`config.mk`:
```
export PLATFORM = sky130hd
export DESIGN_NAME = wkcal_clock_core
export DESIGN_NICKNAME = d
export VERILOG_FILES = /design/src/rtl/wkcal_pkg.sv /design/src/rtl/wkcal_time_chain.sv /design/src/rtl/wkcal_calendar.sv /design/src/rtl/wkcal_stopwatch.sv /design/src/rtl/wkcal_digit_view.sv /design/src/rtl/wkcal_clock_core.sv
export SDC_FILE = /design/constraint.sdc
export NUM_CORES = 1
export LEC_CHECK = 0
export BUFFER_PORTS_ARGS = -buffer_cell sky130_fd_sc_hd__clkbuf_2
export CAP_MARGIN = 20
export CORE_MARGIN = 2
export CORE_UTILIZATION = 45
export CTS_BUF_LIST = sky130_fd_sc_hd__clkbuf_16
export DETAILED_ROUTE_END_ITERATION = 12
export MAX_ROUTING_LAYER = met4
export PLACE_DENSITY = 0.6
export SYNTH_ARGS = -nofsm -noshare
export SYNTH_HDL_FRONTEND = slang
export SYNTH_SLANG_ARGS = --single-unit
```
`constraint.sdc`:
```
create_clock -name clk -period 12.35 [get_ports clk]
set_input_delay 1.235 -clock clk [delete_from_list [all_inputs] [get_ports clk]]
set_output_delay 1.235 -clock clk [all_outputs]
set_load 0.03 [all_outputs]
```
`src/rtl/wkcal_pkg.sv`:
```
`timescale 1ns/1ps
// Shared widths, limits, field codes and helper functions for the
// weekday-calendar timekeeping core. Assumes all counts fit in 7 bits.
package wkcal_pkg;
    localparam int VAL_W  = 7;
    localparam int DIG_W  = 4;
    localparam int N_DIG  = 7;
    localparam int DISP_W = DIG_W * N_DIG;

    localparam logic [VAL_W-1:0] SEC_LAST  = 7'd59;
    localparam logic [VAL_W-1:0] MIN_LAST  = 7'd59;
    localparam logic [VAL_W-1:0] HOUR_LAST = 7'd23;
    localparam logic [VAL_W-1:0] MON_LAST  = 7'd12;
    localparam logic [VAL_W-1:0] YEAR_LAST = 7'd99;
    localparam logic [2:0]       WDAY_LAST = 3'd7;
    localparam logic [DIG_W-1:0] DIGIT_BLANK = 4'hF;

    typedef enum logic [2:0] {
        FLD_HOUR  = 3'd0,
        FLD_MIN   = 3'd1,
        FLD_SEC   = 3'd2,
        FLD_WDAY  = 3'd3,
        FLD_DAY   = 3'd4,
        FLD_MONTH = 3'd5,
        FLD_YEAR  = 3'd6,
        FLD_NONE  = 3'd7
    } field_e;

    // Days in a month; every fourth year (including 00) has a 29-day February.
    function automatic logic [VAL_W-1:0] month_len(input logic [VAL_W-1:0] mon,
                                                   input logic [VAL_W-1:0] yr);
        case (mon)
            7'd2:                    month_len = (yr[1:0] == 2'b00) ? 7'd29 : 7'd28;
            7'd4, 7'd6, 7'd9, 7'd11: month_len = 7'd30;
            default:                 month_len = 7'd31;
        endcase
    endfunction

    // Two BCD digits of a value below 100.
    function automatic logic [2*DIG_W-1:0] to_bcd2(input logic [VAL_W-1:0] v);
        to_bcd2 = {4'(v / 7'd10), 4'(v % 7'd10)};
    endfunction
endpackage

```
`src/rtl/wkcal_time_chain.sv`:
```
`timescale 1ns/1ps
// Seconds/minutes/hours chain in 24-hour form. Assumes wr_en is already
// range-checked; an accepted write has priority over the tick and clears
// seconds unless seconds is the written field. day_carry flags the 23:59:59
// rollover.
module wkcal_time_chain
    import wkcal_pkg::*;
(
    input  logic             clk,
    input  logic             rst_n,
    input  logic             tick,
    input  logic             wr_en,
    input  field_e           wr_sel,
    input  logic [VAL_W-1:0] wr_val,
    output logic [VAL_W-1:0] hr,
    output logic [VAL_W-1:0] mn,
    output logic [VAL_W-1:0] sc,
    output logic             day_carry
);
    // Midnight carry: a tick that is not blocked by a write, at 23:59:59.
    always_comb begin
        day_carry = tick && !wr_en && (sc == SEC_LAST) && (mn == MIN_LAST) && (hr == HOUR_LAST);
    end

    // Counter update: write first, otherwise count on the tick.
    always_ff @(posedge clk) begin
        if (!rst_n) begin
            hr <= '0;
            mn <= '0;
            sc <= '0;
        end else if (wr_en) begin
            sc <= (wr_sel == FLD_SEC) ? wr_val : '0;
            if (wr_sel == FLD_HOUR) hr <= wr_val;
            if (wr_sel == FLD_MIN)  mn <= wr_val;
        end else if (tick) begin
            if (sc == SEC_LAST) begin
                sc <= '0;
                if (mn == MIN_LAST) begin
                    mn <= '0;
                    hr <= (hr == HOUR_LAST) ? '0 : hr + 7'd1;
                end else begin
                    mn <= mn + 7'd1;
                end
            end else begin
                sc <= sc + 7'd1;
            end
        end
    end
endmodule

```
`src/rtl/wkcal_calendar.sv`:
```
`timescale 1ns/1ps
// Weekday and year/month/day registers. Advances once per day carry;
// assumes writes are range-checked upstream. An out-of-length day
// (left by a month or year write) rolls to day 1 at the next carry.
module wkcal_calendar
    import wkcal_pkg::*;
(
    input  logic             clk,
    input  logic             rst_n,
    input  logic             adv,
    input  logic             wr_en,
    input  field_e           wr_sel,
    input  logic [VAL_W-1:0] wr_val,
    output logic [2:0]       wday,
    output logic [VAL_W-1:0] day,
    output logic [VAL_W-1:0] mon,
    output logic [VAL_W-1:0] yr,
    output logic [VAL_W-1:0] mlen
);
    // Length of the current month, also used for day-write checks.
    always_comb begin
        mlen = month_len(mon, yr);
    end

    // Calendar update: write first, otherwise advance on the day carry.
    always_ff @(posedge clk) begin
        if (!rst_n) begin
            wday <= 3'd1;
            day  <= 7'd1;
            mon  <= 7'd1;
            yr   <= '0;
        end else if (wr_en) begin
            case (wr_sel)
                FLD_WDAY:  wday <= wr_val[2:0];
                FLD_DAY:   day  <= wr_val;
                FLD_MONTH: mon  <= wr_val;
                FLD_YEAR:  yr   <= wr_val;
                default:   ;
            endcase
        end else if (adv) begin
            wday <= (wday == WDAY_LAST) ? 3'd1 : wday + 3'd1;
            if (day >= mlen) begin
                day <= 7'd1;
                if (mon == MON_LAST) begin
                    mon <= 7'd1;
                    yr  <= (yr == YEAR_LAST) ? '0 : yr + 7'd1;
                end else begin
                    mon <= mon + 7'd1;
                end
            end else begin
                day <= day + 7'd1;
            end
        end
    end
endmodule

```
`src/rtl/wkcal_stopwatch.sv`:
```
`timescale 1ns/1ps
// Elapsed-time counter in minutes/seconds/hundredths with its own enable.
// Assumes toggle and clear are single-cycle pulses; clear wins.
module wkcal_stopwatch
    import wkcal_pkg::*;
#(
    parameter int SUB_PER_SEC = 100,
    parameter int SEC_PER_MIN = 60,
    parameter int MIN_WRAP    = 60
) (
    input  logic             clk,
    input  logic             rst_n,
    input  logic             tick,
    input  logic             toggle,
    input  logic             clear,
    output logic [VAL_W-1:0] cs,
    output logic [VAL_W-1:0] ss,
    output logic [VAL_W-1:0] mm,
    output logic             running
);
    localparam logic [VAL_W-1:0] CS_LAST = VAL_W'(SUB_PER_SEC - 1);
    localparam logic [VAL_W-1:0] SS_LAST = VAL_W'(SEC_PER_MIN - 1);
    localparam logic [VAL_W-1:0] MM_LAST = VAL_W'(MIN_WRAP - 1);

    // Run flag and counters; counting uses the run state before a toggle.
    always_ff @(posedge clk) begin
        if (!rst_n || clear) begin
            cs      <= '0;
            ss      <= '0;
            mm      <= '0;
            running <= 1'b0;
        end else begin
            if (toggle) running <= !running;
            if (running && tick) begin
                if (cs == CS_LAST) begin
                    cs <= '0;
                    if (ss == SS_LAST) begin
                        ss <= '0;
                        mm <= (mm == MM_LAST) ? '0 : mm + 7'd1;
                    end else begin
                        ss <= ss + 7'd1;
                    end
                end else begin
                    cs <= cs + 7'd1;
                end
            end
        end
    end
endmodule

```
`src/rtl/wkcal_digit_view.sv`:
```
`timescale 1ns/1ps
// Selects the seven display digits for the chosen view and converts the
// binary fields to BCD. Purely combinational; assumes every field is below 100.
module wkcal_digit_view
    import wkcal_pkg::*;
(
    input  logic [1:0]        view,
    input  logic [2:0]        wday,
    input  logic [VAL_W-1:0]  hr,
    input  logic [VAL_W-1:0]  mn,
    input  logic [VAL_W-1:0]  sc,
    input  logic [VAL_W-1:0]  yr,
    input  logic [VAL_W-1:0]  mon,
    input  logic [VAL_W-1:0]  day,
    input  logic [VAL_W-1:0]  sw_mm,
    input  logic [VAL_W-1:0]  sw_ss,
    input  logic [VAL_W-1:0]  sw_cs,
    output logic [DISP_W-1:0] digits
);
    // View multiplexer; codes other than date and stopwatch show the time.
    always_comb begin
        case (view)
            2'd1:    digits = {DIGIT_BLANK, to_bcd2(yr), to_bcd2(mon), to_bcd2(day)};
            2'd2:    digits = {DIGIT_BLANK, to_bcd2(sw_mm), to_bcd2(sw_ss), to_bcd2(sw_cs)};
            default: digits = {1'b0, wday, to_bcd2(hr), to_bcd2(mn), to_bcd2(sc)};
        endcase
    end
endmodule

```
`src/rtl/wkcal_clock_core.sv`:
```
`timescale 1ns/1ps
// Top of the weekday-calendar timekeeping core: validates field writes,
// ties the time chain to the calendar, runs the stopwatch beside them and
// drives seven BCD digits. Assumes the tick inputs are one-cycle pulses
// synchronous to clk.
module wkcal_clock_core
    import wkcal_pkg::*;
(
    input  logic              clk,
    input  logic              rst_n,
    input  logic              tick_1hz,
    input  logic              tick_100hz,
    input  logic              set_we,
    input  logic [2:0]        set_sel,
    input  logic [VAL_W-1:0]  set_val,
    input  logic [1:0]        view_sel,
    input  logic              sw_startstop,
    input  logic              sw_clear,
    output logic [DISP_W-1:0] digits
);
    field_e           sel;
    logic             val_ok;
    logic             wr_en;
    logic             day_carry;
    logic [VAL_W-1:0] hr, mn, sc, day, mon, yr, mlen;
    logic [2:0]       wday;
    logic [VAL_W-1:0] sw_cs, sw_ss, sw_mm;
    logic             sw_run;

    // Range check of the written value against its field.
    always_comb begin
        sel = field_e'(set_sel);
        case (sel)
            FLD_HOUR:  val_ok = (set_val <= HOUR_LAST);
            FLD_MIN:   val_ok = (set_val <= MIN_LAST);
            FLD_SEC:   val_ok = (set_val <= SEC_LAST);
            FLD_WDAY:  val_ok = (set_val >= 7'd1) && (set_val <= 7'(WDAY_LAST));
            FLD_DAY:   val_ok = (set_val >= 7'd1) && (set_val <= mlen);
            FLD_MONTH: val_ok = (set_val >= 7'd1) && (set_val <= MON_LAST);
            FLD_YEAR:  val_ok = (set_val <= YEAR_LAST);
            default:   val_ok = 1'b0;
        endcase
        wr_en = set_we && val_ok;
    end

    wkcal_time_chain u_time (
        .clk(clk), .rst_n(rst_n), .tick(tick_1hz), .wr_en(wr_en),
        .wr_sel(sel), .wr_val(set_val), .hr(hr), .mn(mn), .sc(sc),
        .day_carry(day_carry)
    );

    wkcal_calendar u_cal (
        .clk(clk), .rst_n(rst_n), .adv(day_carry), .wr_en(wr_en),
        .wr_sel(sel), .wr_val(set_val), .wday(wday), .day(day),
        .mon(mon), .yr(yr), .mlen(mlen)
    );

    wkcal_stopwatch #(.SUB_PER_SEC(100), .SEC_PER_MIN(60), .MIN_WRAP(60)) u_sw (
        .clk(clk), .rst_n(rst_n), .tick(tick_100hz), .toggle(sw_startstop),
        .clear(sw_clear), .cs(sw_cs), .ss(sw_ss), .mm(sw_mm), .running(sw_run)
    );

    wkcal_digit_view u_view (
        .view(view_sel), .wday(wday), .hr(hr), .mn(mn), .sc(sc),
        .yr(yr), .mon(mon), .day(day), .sw_mm(sw_mm), .sw_ss(sw_ss),
        .sw_cs(sw_cs), .digits(digits)
    );
endmodule

```
==> results.sh <==
export IMPL_status="complete, no violations"
export IMPL_cap_viol_max_count=0
export IMPL_finalSetupViolations=0
export IMPL_port_buffers=46
export IMPL_row_count=41
export IMPL_path_clk_slew_ps=50
export IMPL_htree_levels=3
export IMPL_grt_antenna_before_repair=0
export IMPL_p_switching_mw=0.247
export IMPL_powerDensity_nw_per_um2=106
export IMPL_synthXorXnorAreaFrac_pct=4.13
export IMPL_ctsHoldBuffers=0
export IMPL_synth_top_family_by_area="compound AO/OA/AOI/OAI gates"
export IMPL_internal_power_mw=0.440
export IMPL_cts_tree="done"
export IMPL_cts_sinks=67
export IMPL_syn_area_per_cell_um2=7.29
export IMPL_syn_inst=809
export IMPL_globalRouteOverflowTotal=0
export IMPL_grt_pass1_vias=5793
export IMPL_clk_latency_ps=340
export IMPL_synth_largest_area_cell="dfxtp_1"
export IMPL_synth_simple_gate_area_share_pct=28.0
export IMPL_ys_ff_latch=67
export IMPL_num_antenna_cells=0
export IMPL_hold_depth=2
export IMPL_reg2reg_slack_ps=8210
export IMPL_route_antenna_remaining_nets=0
export IMPL_drive_above_1_share_pct=10.2
export IMPL_postCtsSetupBuffers=0
export IMPL_skew_ps=8.89
export IMPL_synth_common_cells="84 x nor2_1, 71 x nand2_1, 67 x dfxtp_1"
export IMPL_grt_max_degree=49
export IMPL_syn_to_final_growth_pct=9.75
export IMPL_hp_class="reg -> reg"
export IMPL_peakVddDrop_uv=51.8
export IMPL_rsz0062_at_grt="no"
export IMPL_stdcell_area_um2=6480
export IMPL_seqPwrFrac_pct=32.4
export IMPL_die_w_um=119
export IMPL_fmax_mhz=124
export IMPL_crit_path_start_kind="primary input"
export IMPL_worst_r2r_path_depth=15
export IMPL_drt_pass1_iterations=5
export IMPL_place_area_um2=6200
export IMPL_reg2reg_to="u_cal.yr[3]$_SDFFE_PN0P_"
export IMPL_synth_nets=861
export IMPL_slew_headroom_pct=34.0
export IMPL_muxShareOfSynthArea_pct=2.44
export IMPL_r2r_start="u_cal.mon[0]$_SDFFE_PN1P_"
export IMPL_setup_tns_final_ps=0
export IMPL_post_cts_resized=0
export IMPL_worst_pin_slew_ps=990
export IMPL_required_ps=11110
export IMPL_numCtsBuffers=9
export IMPL_synth_edf_count=0
export IMPL_synth_compound_area_share_pct=29.5
export IMPL_ios=47
export IMPL_power_total_mw=0.687
export IMPL_yosys_most_used_dff="dfxtp_1"
export IMPL_grt_pass1_wl_um=29000
export IMPL_p_clk_share_pct=35.9
export IMPL_synthAdderAreaFrac_pct=7.34
export IMPL_period_needed_ps=8050
export IMPL_routedWlPerCell_um=17.4
export IMPL_dieArea_um2=14000
export IMPL_end_kind="primary output"
export IMPL_yosys_warnings=0
export IMPL_p_sw_share_pct=36.0
export IMPL_wirelength_um=17500
export IMPL_yosys_top_cells_area="dfxtp_1 23%, ha_1 7.0%, nor2_1 5.3%, a21oi_1 4.6%, nand2_1 4.5%"
export IMPL_path_class="in -> out"
export IMPL_clockBufferDepth=2
export IMPL_synth_most_common_cell="nor2_1"
export IMPL_p_leak_nw=2.51
export IMPL_start_util_pct=46.4
export IMPL_die_h_um=119
export IMPL_endpoint="digits[18]"
export IMPL_post_route_util_pct=50.9
export IMPL_fin_nets=881
export IMPL_root_buffer="clkbuf_16"
export IMPL_maxSlewViolCount=0
export IMPL_syn_area_um2=5900
export IMPL_drt_iter0_markers=610
export IMPL_critPathArrivalTime_ps=6810
export IMPL_grt_usage_pct=25.7
export IMPL_routed_via_density=6.27
export IMPL_place_gp_congestion=0.926
export IMPL_vias=6303
export IMPL_min_period_over_period_pct=65.1
export IMPL_p_comb_share_pct=31.7
export IMPL_hpwlAfterDp_um=12800
export IMPL_placedCellCount=990
export IMPL_stdcell_count=1005
export IMPL_cp_max_fo=27
export IMPL_seq_area_frac_synth_pct=22.7
export IMPL_synth_top_cell_area_share_pct=22.7
export IMPL_core_area_um2=12700
export IMPL_final_hold_viol_count=0
export IMPL_synth_distinct_cells=83
export IMPL_drc=0
export IMPL_cp_startpoint="view_sel[1]"
export IMPL_ys_async_sr_fraction_pct=0
## critical path, cell delays in order
cell and delay, ps:
clkbuf_2 90, inv_1 50, ha_1 790, a221oi_1 310
a211oi_2 470, a21oi_1 140, ha_1 290, and3b_1 190
a31o_2 230, mux2i_1 130, o22ai_1 90, or3_1 410
inv_1 140, ha_1 220, nand2_1 70, a21oi_1 360
xnor2_1 150, ha_1 240, o31ai_1 80, a21oi_1 110
and3_1 200, o22ai_1 360, mux2i_1 230, clkbuf_2 220
## kinds of logic (layout without fill, tap and decap cells)
| group | count (synthesis) | in the layout |
|---|---|---|
| buffers and inverters | 83 | 107 |
| xor gates and xnor gates | 27 | 27 |
| DFF | 67 | 67 |
| adders and majority gates | 35 | 35 |
| muxes | 14 | 14 |
| AOI/OAI and AO/OA | 253 | 253 |
| and+or+nand+nor | 330 | 330 |
## metrics by stage
step | setup slack [ps] | hold WS (ps)
after floorplan | 4550 | 455
after detailed placement | 4380 | 498
after global routing | 3740 | 520
final | 4300 | 504
after CTS | 4360 | 506
after global placement | 4460 | 489
## sequential cells by signal, indices dropped and copies added, names as in the netlist
name          flops
u_time.hr         7
u_sw.cs           7
u_sw.ss           7
u_time.sc         7
u_time.mn         7
u_sw.running      1
u_sw.mm           7
u_cal.day         7
u_cal.wday        3
u_cal.yr          7
u_cal.mon         7
## layout make-up
class | instances | area, um^2
clock buffers | 9 | 225
clock inverters | 6 | 50.0
fillers | 1288 | 6250
inverters | 41 | 154
multi-input cells | 659 | 4220
flip-flops and latches | 67 | 1340
well taps | 172 | 215
repair buffers | 51 | 268
## per-layer routing
| layer | vias to the layer above | global-route usage, % | wire [um] |
|---|---|---|---|
| li1 | 3056 | - | - |
| met1 | 2993 | 34.0 | 8060 |
| met2 | 225 | 40.2 | 8050 |
| met3 | 29 | 4.54 | 1080 |
| met4 | 0 | 7.29 | 296 |
| met5 | - | - | 0 |
## how the worst min path moves through the flow
stage | start | to | slack [ps]
final | u_sw.mm[0]$_SDFFE_PP0P_ | u_sw.mm[0]$_SDFFE_PP0P_ | 500
after global routing | u_sw.mm[0]$_SDFFE_PP0P_ | u_sw.mm[0]$_SDFFE_PP0P_ | 520
after CTS | u_sw.mm[1]$_SDFFE_PP0P_ | u_sw.mm[1]$_SDFFE_PP0P_ | 510
after detailed placement | u_sw.mm[0]$_SDFFE_PP0P_ | u_sw.mm[0]$_SDFFE_PP0P_ | 500
after global placement | u_sw.mm[0]$_SDFFE_PP0P_ | u_sw.mm[0]$_SDFFE_PP0P_ | 490
after floorplan | u_sw.mm[0]$_SDFFE_PP0P_ | u_sw.mm[0]$_SDFFE_PP0P_ | 460
## power groups by stage
stage,logic [mW],clock network [mW],registers (mW)
final,0.218,0.247,0.223
after global routing,0.237,0.262,0.223
after CTS,0.216,0.251,0.222
after detailed placement,0.215,0,0.227
after global placement,0.211,0,0.227
after floorplan,0.166,0,0.225
## layout by cell type (no fill, tap or decap), types with 16 or more instances in the layout
cell type	count
nor2_1	83
nand2_1	71
dfxtp_1	67
a21oi_1	54
o21ai_0	47
clkbuf_2	46
inv_1	41
ha_1	33
nand3_1	31
nor3_1	28
and3_1	21
xnor2_1	18
nor2b_1	16
a31oi_1	16
o211ai_1	16
No activity file was read; power rests on OpenSTA's default activity.
